File: src/rtl/dbg_inj_pkg.sv
package dbg_inj_pkg;
   localparam int MAX_BYTES = 16;

   function automatic int fetch_idx_w(input int n);
      return $clog2(n + 1);
   endfunction
endpackage

File: src/rtl/dbg_inj_addr_ctrl.sv
module dbg_inj_addr_ctrl #(
   parameter int ADDR_W      = 8,
   parameter int NUM_BYTES   = 5,
   parameter int BASE_ADDR   = 16,
   parameter bit DESCEND_MAP = 1'b1
) (
   input  logic                 clk,
   input  logic                 rst_n,
   input  logic                 host_ld,
   input  logic [ADDR_W-1:0]    host_addr,
   input  logic                 host_wr,
   input  logic                 host_inc,
   output logic [NUM_BYTES-1:0] wr_sel
);
   localparam logic [ADDR_W-1:0] BASE = ADDR_W'(BASE_ADDR);

   logic [ADDR_W-1:0] ptr;
   logic [ADDR_W-1:0] off;
   logic              in_win;

   always_ff @(posedge clk) begin
      if (!rst_n)                   ptr <= '0;
      else if (host_ld)             ptr <= host_addr;
      else if (host_wr && host_inc) ptr <= ptr + 1'b1;
   end

   assign off    = ptr - BASE;
   assign in_win = off < ADDR_W'(NUM_BYTES);

   for (genvar k = 0; k < NUM_BYTES; k++) begin : g_dec
      localparam int SLOT = DESCEND_MAP ? (NUM_BYTES - 1 - k) : k;
      assign wr_sel[k] = host_wr && in_win && (off == ADDR_W'(SLOT));
   end

   AST_SEL_ONEHOT: assert property (@(posedge clk) disable iff (!rst_n)
      $onehot0(wr_sel));
   AST_PTR_HOLD: assert property (@(posedge clk) disable iff (!rst_n)
      (host_wr && !host_inc && !host_ld) |=> $stable(ptr));
   AST_PTR_STEP: assert property (@(posedge clk) disable iff (!rst_n)
      (host_wr && host_inc && !host_ld) |=> ptr == $past(ptr) + 1'b1);
endmodule

File: src/rtl/dbg_inj_store.sv
module dbg_inj_store #(
   parameter int DATA_W    = 8,
   parameter int NUM_BYTES = 5,
   parameter int IDX_W     = 3
) (
   input  logic                 clk,
   input  logic                 rst_n,
   input  logic [NUM_BYTES-1:0] wr_sel,
   input  logic [DATA_W-1:0]    wr_data,
   input  logic [IDX_W-1:0]     rd_idx,
   output logic [DATA_W-1:0]    rd_data
);
   logic [NUM_BYTES-1:0][DATA_W-1:0] bytes_q;

   for (genvar k = 0; k < NUM_BYTES; k++) begin : g_byte
      always_ff @(posedge clk) begin
         if (!rst_n)         bytes_q[k] <= '0;
         else if (wr_sel[k]) bytes_q[k] <= wr_data;
      end
   end

   always_comb begin
      rd_data = '0;
      for (int i = 0; i < NUM_BYTES; i++)
         if (rd_idx == IDX_W'(i)) rd_data = bytes_q[i];
   end

   AST_RD_PAST_END_ZERO: assert property (@(posedge clk) disable iff (!rst_n)
      (rd_idx >= IDX_W'(NUM_BYTES)) |-> (rd_data == '0));
endmodule

File: src/rtl/dbg_inj_seq.sv
module dbg_inj_seq #(
   parameter int NUM_BYTES = 5,
   parameter int IDX_W     = 3
) (
   input  logic             clk,
   input  logic             rst_n,
   input  logic             trig,
   input  logic             cpu_fetch,
   input  logic             cpu_done,
   output logic             halted,
   output logic             exec_go,
   output logic             fetch_err,
   output logic [IDX_W-1:0] idx
);
   localparam logic [IDX_W-1:0] LAST = IDX_W'(NUM_BYTES);

   logic fire;
   assign fire = trig && halted;

   always_ff @(posedge clk) begin
      if (!rst_n) begin
         halted    <= 1'b1;
         exec_go   <= 1'b0;
         fetch_err <= 1'b0;
         idx       <= '0;
      end else begin
         exec_go <= fire;
         if (fire) begin
            halted    <= 1'b0;
            fetch_err <= 1'b0;
         end else if (!halted && cpu_done) begin
            halted <= 1'b1;
            idx    <= '0;
         end else if (!halted && cpu_fetch) begin
            if (idx < LAST) idx <= idx + 1'b1;
            else            fetch_err <= 1'b1;
         end
      end
   end

   AST_EXEC_ONE_CYCLE: assert property (@(posedge clk) disable iff (!rst_n)
      exec_go |=> !exec_go);
   AST_EXEC_RUNNING: assert property (@(posedge clk) disable iff (!rst_n)
      exec_go |-> !halted && !fetch_err);
   AST_NO_RUN_TRIGGER: assert property (@(posedge clk) disable iff (!rst_n)
      (trig && !halted) |=> !exec_go);
   AST_IDX_BOUND: assert property (@(posedge clk) disable iff (!rst_n)
      idx <= LAST);
   AST_ERR_CAUSE: assert property (@(posedge clk) disable iff (!rst_n)
      $rose(fetch_err) |-> ($past(idx) == LAST && $past(cpu_fetch)));
   AST_DONE_REWIND: assert property (@(posedge clk) disable iff (!rst_n)
      (cpu_done && !halted) |=> (halted && idx == '0));
   AST_HALT_FETCH_IGNORED: assert property (@(posedge clk) disable iff (!rst_n)
      (halted && cpu_fetch) |=> $stable(idx));
endmodule

File: src/rtl/dbg_inject_buf.sv
module dbg_inject_buf
   import dbg_inj_pkg::*;
#(
   parameter int DATA_W      = 8,
   parameter int ADDR_W      = 8,
   parameter int NUM_BYTES   = 5,
   parameter int BASE_ADDR   = 48,
   parameter bit DESCEND_MAP = 1'b1
) (
   input  logic              clk,
   input  logic              rst_n,
   input  logic              host_ld,
   input  logic [ADDR_W-1:0] host_addr,
   input  logic              host_wr,
   input  logic [DATA_W-1:0] host_data,
   input  logic              host_inc,
   input  logic              cpu_fetch,
   input  logic              cpu_done,
   output logic [DATA_W-1:0] fetch_data,
   output logic              halted,
   output logic              exec_go,
   output logic              fetch_err
);
   localparam int IDX_W = fetch_idx_w(NUM_BYTES);

   if (NUM_BYTES < 1 || NUM_BYTES > MAX_BYTES) begin : g_bad_depth
      $error("dbg_inject_buf: NUM_BYTES out of range");
   end
   if (BASE_ADDR < 0 || BASE_ADDR + NUM_BYTES > (1 << ADDR_W)) begin : g_bad_base
      $error("dbg_inject_buf: register window exceeds address space");
   end
   if (DATA_W < 1) begin : g_bad_width
      $error("dbg_inject_buf: DATA_W must be positive");
   end

   logic [NUM_BYTES-1:0] wr_sel;
   logic [IDX_W-1:0]     idx;

   dbg_inj_addr_ctrl #(
      .ADDR_W(ADDR_W), .NUM_BYTES(NUM_BYTES),
      .BASE_ADDR(BASE_ADDR), .DESCEND_MAP(DESCEND_MAP)
   ) u_addr (
      .clk(clk), .rst_n(rst_n), .host_ld(host_ld), .host_addr(host_addr),
      .host_wr(host_wr), .host_inc(host_inc), .wr_sel(wr_sel)
   );

   dbg_inj_store #(
      .DATA_W(DATA_W), .NUM_BYTES(NUM_BYTES), .IDX_W(IDX_W)
   ) u_store (
      .clk(clk), .rst_n(rst_n), .wr_sel(wr_sel), .wr_data(host_data),
      .rd_idx(idx), .rd_data(fetch_data)
   );

   dbg_inj_seq #(
      .NUM_BYTES(NUM_BYTES), .IDX_W(IDX_W)
   ) u_seq (
      .clk(clk), .rst_n(rst_n), .trig(wr_sel[0]), .cpu_fetch(cpu_fetch),
      .cpu_done(cpu_done), .halted(halted), .exec_go(exec_go),
      .fetch_err(fetch_err), .idx(idx)
   );

   AST_SECONDARY_NO_TRIGGER: assert property (@(posedge clk) disable iff (!rst_n)
      (!wr_sel[0] && halted) |=> (halted && !exec_go));
endmodule

File: config.mk
export PLATFORM = sky130hd
export DESIGN_NAME = dbg_inject_buf
export DESIGN_NICKNAME = d
export VERILOG_FILES = /design/src/rtl/dbg_inj_pkg.sv /design/src/rtl/dbg_inj_addr_ctrl.sv /design/src/rtl/dbg_inj_store.sv /design/src/rtl/dbg_inj_seq.sv /design/src/rtl/dbg_inject_buf.sv
export SDC_FILE = /design/constraint.sdc
export NUM_CORES = 1
export LEC_CHECK = 0
export ABC_AREA = 1
export CORE_ASPECT_RATIO = 2
export CORE_MARGIN = 2
export CORE_UTILIZATION = 51
export DETAILED_ROUTE_END_ITERATION = 8
export PLACE_DENSITY_LB_ADDON = 0.2
export SLEW_MARGIN = 30
export SYNTH_ARGS = -nofsm -noshare
export SYNTH_HDL_FRONTEND = slang
export SYNTH_SLANG_ARGS = --single-unit
export TNS_END_PERCENT = 5
File: constraint.sdc
create_clock -name clk -period 1.6 [get_ports clk]
set_input_delay 0.32 -clock clk [delete_from_list [all_inputs] [get_ports clk]]
set_output_delay 0.32 -clock clk [all_outputs]
set_load 0.05 [all_outputs]
# Word-level counts from Yosys, hierarchy flattened
# Cells that the tools add are included.
# W data, S select, Z words.
# totals
regBits	54
in_bits	23
# op_classes
muxes	12
bitwise	4
addsub	3
magnitude_cmp	2
n_eq_ne	8
n_reduce_logical	20
# ops
operator	count
$mux W8	7
$eq A8 B2 Y1 const B	2
$logic_and A1 B1 Y1	10
$mux W3	3
$add A8 B1 Y8 const B	1
$eq A8 B1 Y1 const B	1
$eq A8 B3 Y1 const B	1
$logic_not A8 Y1	1
$lt A8 B3 Y1 const B	1
$reduce_bool A2 Y1	4
$sub A8 B6 Y8 const B	1
$eq A3 B2 Y1 const B	2
$reduce_and A3 Y1	2
$not A1 Y1	4
$add A3 B1 Y3 const B	1
$eq A3 B1 Y1 const B	1
$eq A3 B3 Y1 const B	1
$logic_not A3 Y1	1
$lt A3 B3 Y1 const B	1
$mux W1	2
$reduce_or A2 Y1	1
$logic_not A1 Y1	1

# Depth between registers and ports, before layout
# logic_depth
depth_word	7
ltp_mapped	11
mapped_depth_nobuf	9

# Modules after synthesis
# A second synthesis with hierarchy kept.
# hier_totals
cells_unflattened	379
hier_area_um2	2577.5
# by_module_without_submodules
module	seq_area_each_um2	cells_each	area_per_inst_um2	instances
dbg_inj_store	800.8	243	1680.4	1
dbg_inj_addr_ctrl	160.2	96	611.8	1
dbg_inj_seq	120.1	40	285.3	1

# Least setup slack after synthesis
# Ideal clock, no wire load.
# synth_timing
path_kind	reg2out
startpoint	register u_seq.idx[1]
endpoint	output port fetch_data[5]
path_buffers	2
setup_slack_ns	-0.671
stages_incl_launch_ff	10
t_arrival_ns	1.951
path_cell_list	dfxtp_1 -> inv_1 -> ha_1 -> clkbuf_1 -> buf_2 -> nor2_1 -> nand2_1 -> nand3_1 -> nand3_1 -> a21oi_1
# synth_via
elab_chain_cells	6
word_cells_on_any_way	10
# synth_rtl
item	line	text
start: declaration	dbg_inj_seq.sv:13	output logic [IDX_W-1:0] idx
start signal: assignment	dbg_inj_seq.sv:35	if (idx < LAST) idx <= idx + 1'b1;
$logic_not A3 Y1	dbg_inj_store.sv:25	if (rd_idx == IDX_W'(i)) rd_data = bytes_q[i];
$mux W8 (4 in a row)	dbg_inj_store.sv:25	
$mux W8 *	dbg_inj_store.sv:25	
end: declaration	dbg_inject_buf.sv:19	output logic [DATA_W-1:0] fetch_data,
# Mark *: on every way between the ends. The rest lies on a longest branch, timed or not.

# Worst setup path after layout
# layout_timing
startpoint	register u_seq.idx[1]
endpoint	output port fetch_data[6]
# The elaborated chain is that of the path after synthesis.

==> summary.md <==
| Metric | Value |
|---|---|
| Status | complete, but fails checks |
| Failing checks | design-rule violations, negative setup slack |
| Synth top area cells | dfxtp_1 35%, nand3_1 13%, nand2_1 13% |
| Synth Flop Type | dfxtp_1 |
| Clk_lat worst skew | 0.30 ns |
| FP Rows | 40 |
| Inserted Diodes | 0 |
| Placed inst area | 3840 um^2 |
| Initial DRC count | between 200 and 250 |
| Crit-path max cell delay | between 0.3 and 0.4 ns |
| P per Cell Area | between 700 and 800 nW/um^2 |
| Setup-failing EPs final | 8 |
| Syn. warnings | 0 |
| Setup Skew | 0.00557 ns |
| Share of the synthesized area in the top cell type | 0.353 |
| HP Class | reg -> reg |
| Per-cell routed wire length | around 14 um |
| Fillcell total | between 500 and 600 |
| Seq cells post-synth | 54 |
| Vias per cell | around 5.4 |
| Post-synthesis sequential area ratio | 0.353 |
| EDFF count, synth | 0 |
| F_max | ~470 MHz |
| IO Pins | 34 |
| Final Max Slew Viols | 0 |
| CP arrival | 1.80 ns |
| DR pass1 iterations | 6 |
| Core area | about 5900 um^2 |
| CP Class | reg -> out |
| Gate count after technology mapping | just under 500 |
| Die H | 114 um |
| Final WL | 8.25 mm |
| Worst-case clock buffer depth | 2 |
| Min Tclk post-route | 2.12 ns |
| Synth Area in XOR/XNOR | 0.00286 |
| Dpl ws | -0.298 ns |
| Ys async rst share | 0 |
| Leak | about 1.9 nW |
| Synth Cell Area | between 3000 and 4000 um^2 |
| Number of buffers created by CTS | 5 |
| Worst EP required | approximately 1.3 ns |
| Slew Limit Headroom | 0.781 |
| Final GP Congestion | between 0.8 and 0.9 |
| CP Max Fanout | 8 |
| Clock Tree Root | clkbuf_16 |
| Gr usage total | 0.267 |
| Mux contribution to synthesized area | 0 |
| Final hold vios | 0 |
| Hpwl dp | roughly 5.6 mm |
| Initial antenna violation count | 0 |
| First-pass GRT wire length | ~14 mm |
| Antenna Nets Post-Route | 0 |
| CTS tree | done |
| Clock sinks | between 50 and 60 |
| Final nets | about 570 |
| Setup TNS | -3.97 ns |
| Main combinational cell family by area after synthesis | simple AND/OR/NAND/NOR gates |
| Die X | about 60 um |
| Largest net degree at the start of global routing | 38 |
| Synth area leader | dfxtp_1 |
| CP max stage cell | dfxtp_2 |
| P&R area growth vs syn | 36.6% |
| DRC Markers | 2 |
| Simple-gate share of the synthesized area | 0.408 |
| CTS Hold Bufs | 0 |
| Period Utilization, post-route | 1.33 |
| Unique masters post-synth | 22 |
| Post-Synth Adder-Cell Area | 0.0408 |
| PnR Total Power | 2.95 mW |
| Max H-tree Level | 2 |
| Number of max-cap violations | 0 |
| Crit-path cells | buf_6 -> inv_8 -> ha_4 -> inv_2 -> nor2_4 -> buf_8 -> nand2_1 -> nand3_1 -> nand3_2 -> a21oi_4 -> buf_12 |
| Max IR drop VDD | approximately 0.00087 V |
| Post-route cell area | roughly 4200 um^2 |
| Unrepaired setup endpoints after global routing | yes |
| Initial Utilization | 0.519 |
| Total number of vias | 3,227 |
| Critical Path Start Type | flip-flop |
| Compound-Gate Fraction of Synth Area | 0.0849 |
| Count of input and output buffers | 33 |
| Gr ovfl total | 0 |
| Synth top cells by count | 104 x nand2_1, 92 x nor2_1, 80 x nand3_1, 54 x dfxtp_1, 54 x inv_1 |
| Endpoint type of the worst setup path | output port |
| Worst-path clk slew | roughly 0.07 ns |
| Vias in the first global route | roughly 3,000 |
| Worst Setup Slack, final | -0.524 ns |
| Worst hold slack | approximately 0.49 ns |
| Worst-Margin Slew | 0.328 ns |
| Count leader, synth | nand2_1 |
| Syn nets | 520 |
| Syn Area/Cell | between 6 and 7 um^2 |
| Layout cell share with drive strength beyond 1 | 0.206 |
| Die footprint | ~6700 um^2 |
## metrics by stage
step,util,instances
final,0.710,603
after global routing,0.710,603
after CTS,0.700,602
after detailed placement,0.650,592
after global placement,0.650,592
after floorplan,-,487
## worst max-delay path, delay by kind of cell, from the launching register on
| kind | cells | cell delay (ns) |
|---|---|---|
| compound gates | 1 | 0.16 |
| buf+inv | 5 | 0.52 |
| fa+ha+maj | 1 | 0.14 |
| simple gates | 4 | 0.35 |
| flops | 1 | 0.33 |
## registers in the layout, summed over array words and instances (netlist names)
register and flops:
u_addr.ptr 8, u_seq.exec_go 1, u_seq.fetch_err 1, u_seq.halted 1
u_seq.idx 3, u_store.bytes_q 40
## per-layer routing
layer	GRT usage	vias to the layer above	share of wire
met4	0.0848	0	0.022
met5	0	-	0
met2	0.470	91	0.53
met3	0.0454	14	0.051
li1	-	1642	-
met1	0.318	1480	0.39
## where the power goes
| group | switching, mW | leakage (nW) | internal, mW |
|---|---|---|---|
| clock | 0.551 | 0.0848 | 0.752 |
| combinational | 0.157 | 1.34 | 0.121 |
| sequential | 0.0162 | 0.438 | 1.36 |
| total | 0.724 | 1.86 | 2.23 |
## final timing paths
| path | from | endpoint | slack, ns | depth (start not counted) |
|---|---|---|---|---|
| worst max register to register | u_addr.ptr[1] | u_store.bytes_q[32] | 0.11 | 10 |
| worst max-delay path | u_seq.idx[1] | fetch_data[6] | -0.52 | 11 |
| worst min-delay path | u_store.bytes_q[3] | u_store.bytes_q[3] | 0.49 | 2 |
| worst min register to register | u_store.bytes_q[3] | u_store.bytes_q[3] | 0.49 | 2 |
## kinds of logic after synthesis
logic type | count (synthesis)
compound gates | 51
xor+xnor | 1
fa+ha+maj | 10
buf+inv | 77
flops | 54
simple gates | 294
## area by class of cell
type	count	area, um^2	area share
multi-input cells	356	1900	0.453
flip-flops and latches	54	1080	0.259
repair buffers	66	737	0.176
inverters	56	220	0.0526
clock buffers	5	125	0.0299
well taps	63	78.8	0.0188
clock inverters	3	47.5	0.0113
## cell usage in the layout (no fill, tap or decap), drive strengths merged
cell	n
nand2	105
nor2	98
nand3	80
inv	58
dfxtp	54
buf	44
a21oi	37
clkdlybuf4s50	22
o21ai	10
ha	10
or2	8
clkbuf	5
a31oi	4
nor3	2
xor2	1
nand4	1
bufinv	1
## repair_timing
| item | 4_1_cts | 5_1_grt |
|---|---|---|
| pin swaps | 14 | 11 |
| resized for setup | 24 | 13 |
| endpoints found under the setup margin | 8 | 14 |
| setup buffers | 2 | 1 |
Note: power is estimated with default switching activity, not from simulation.
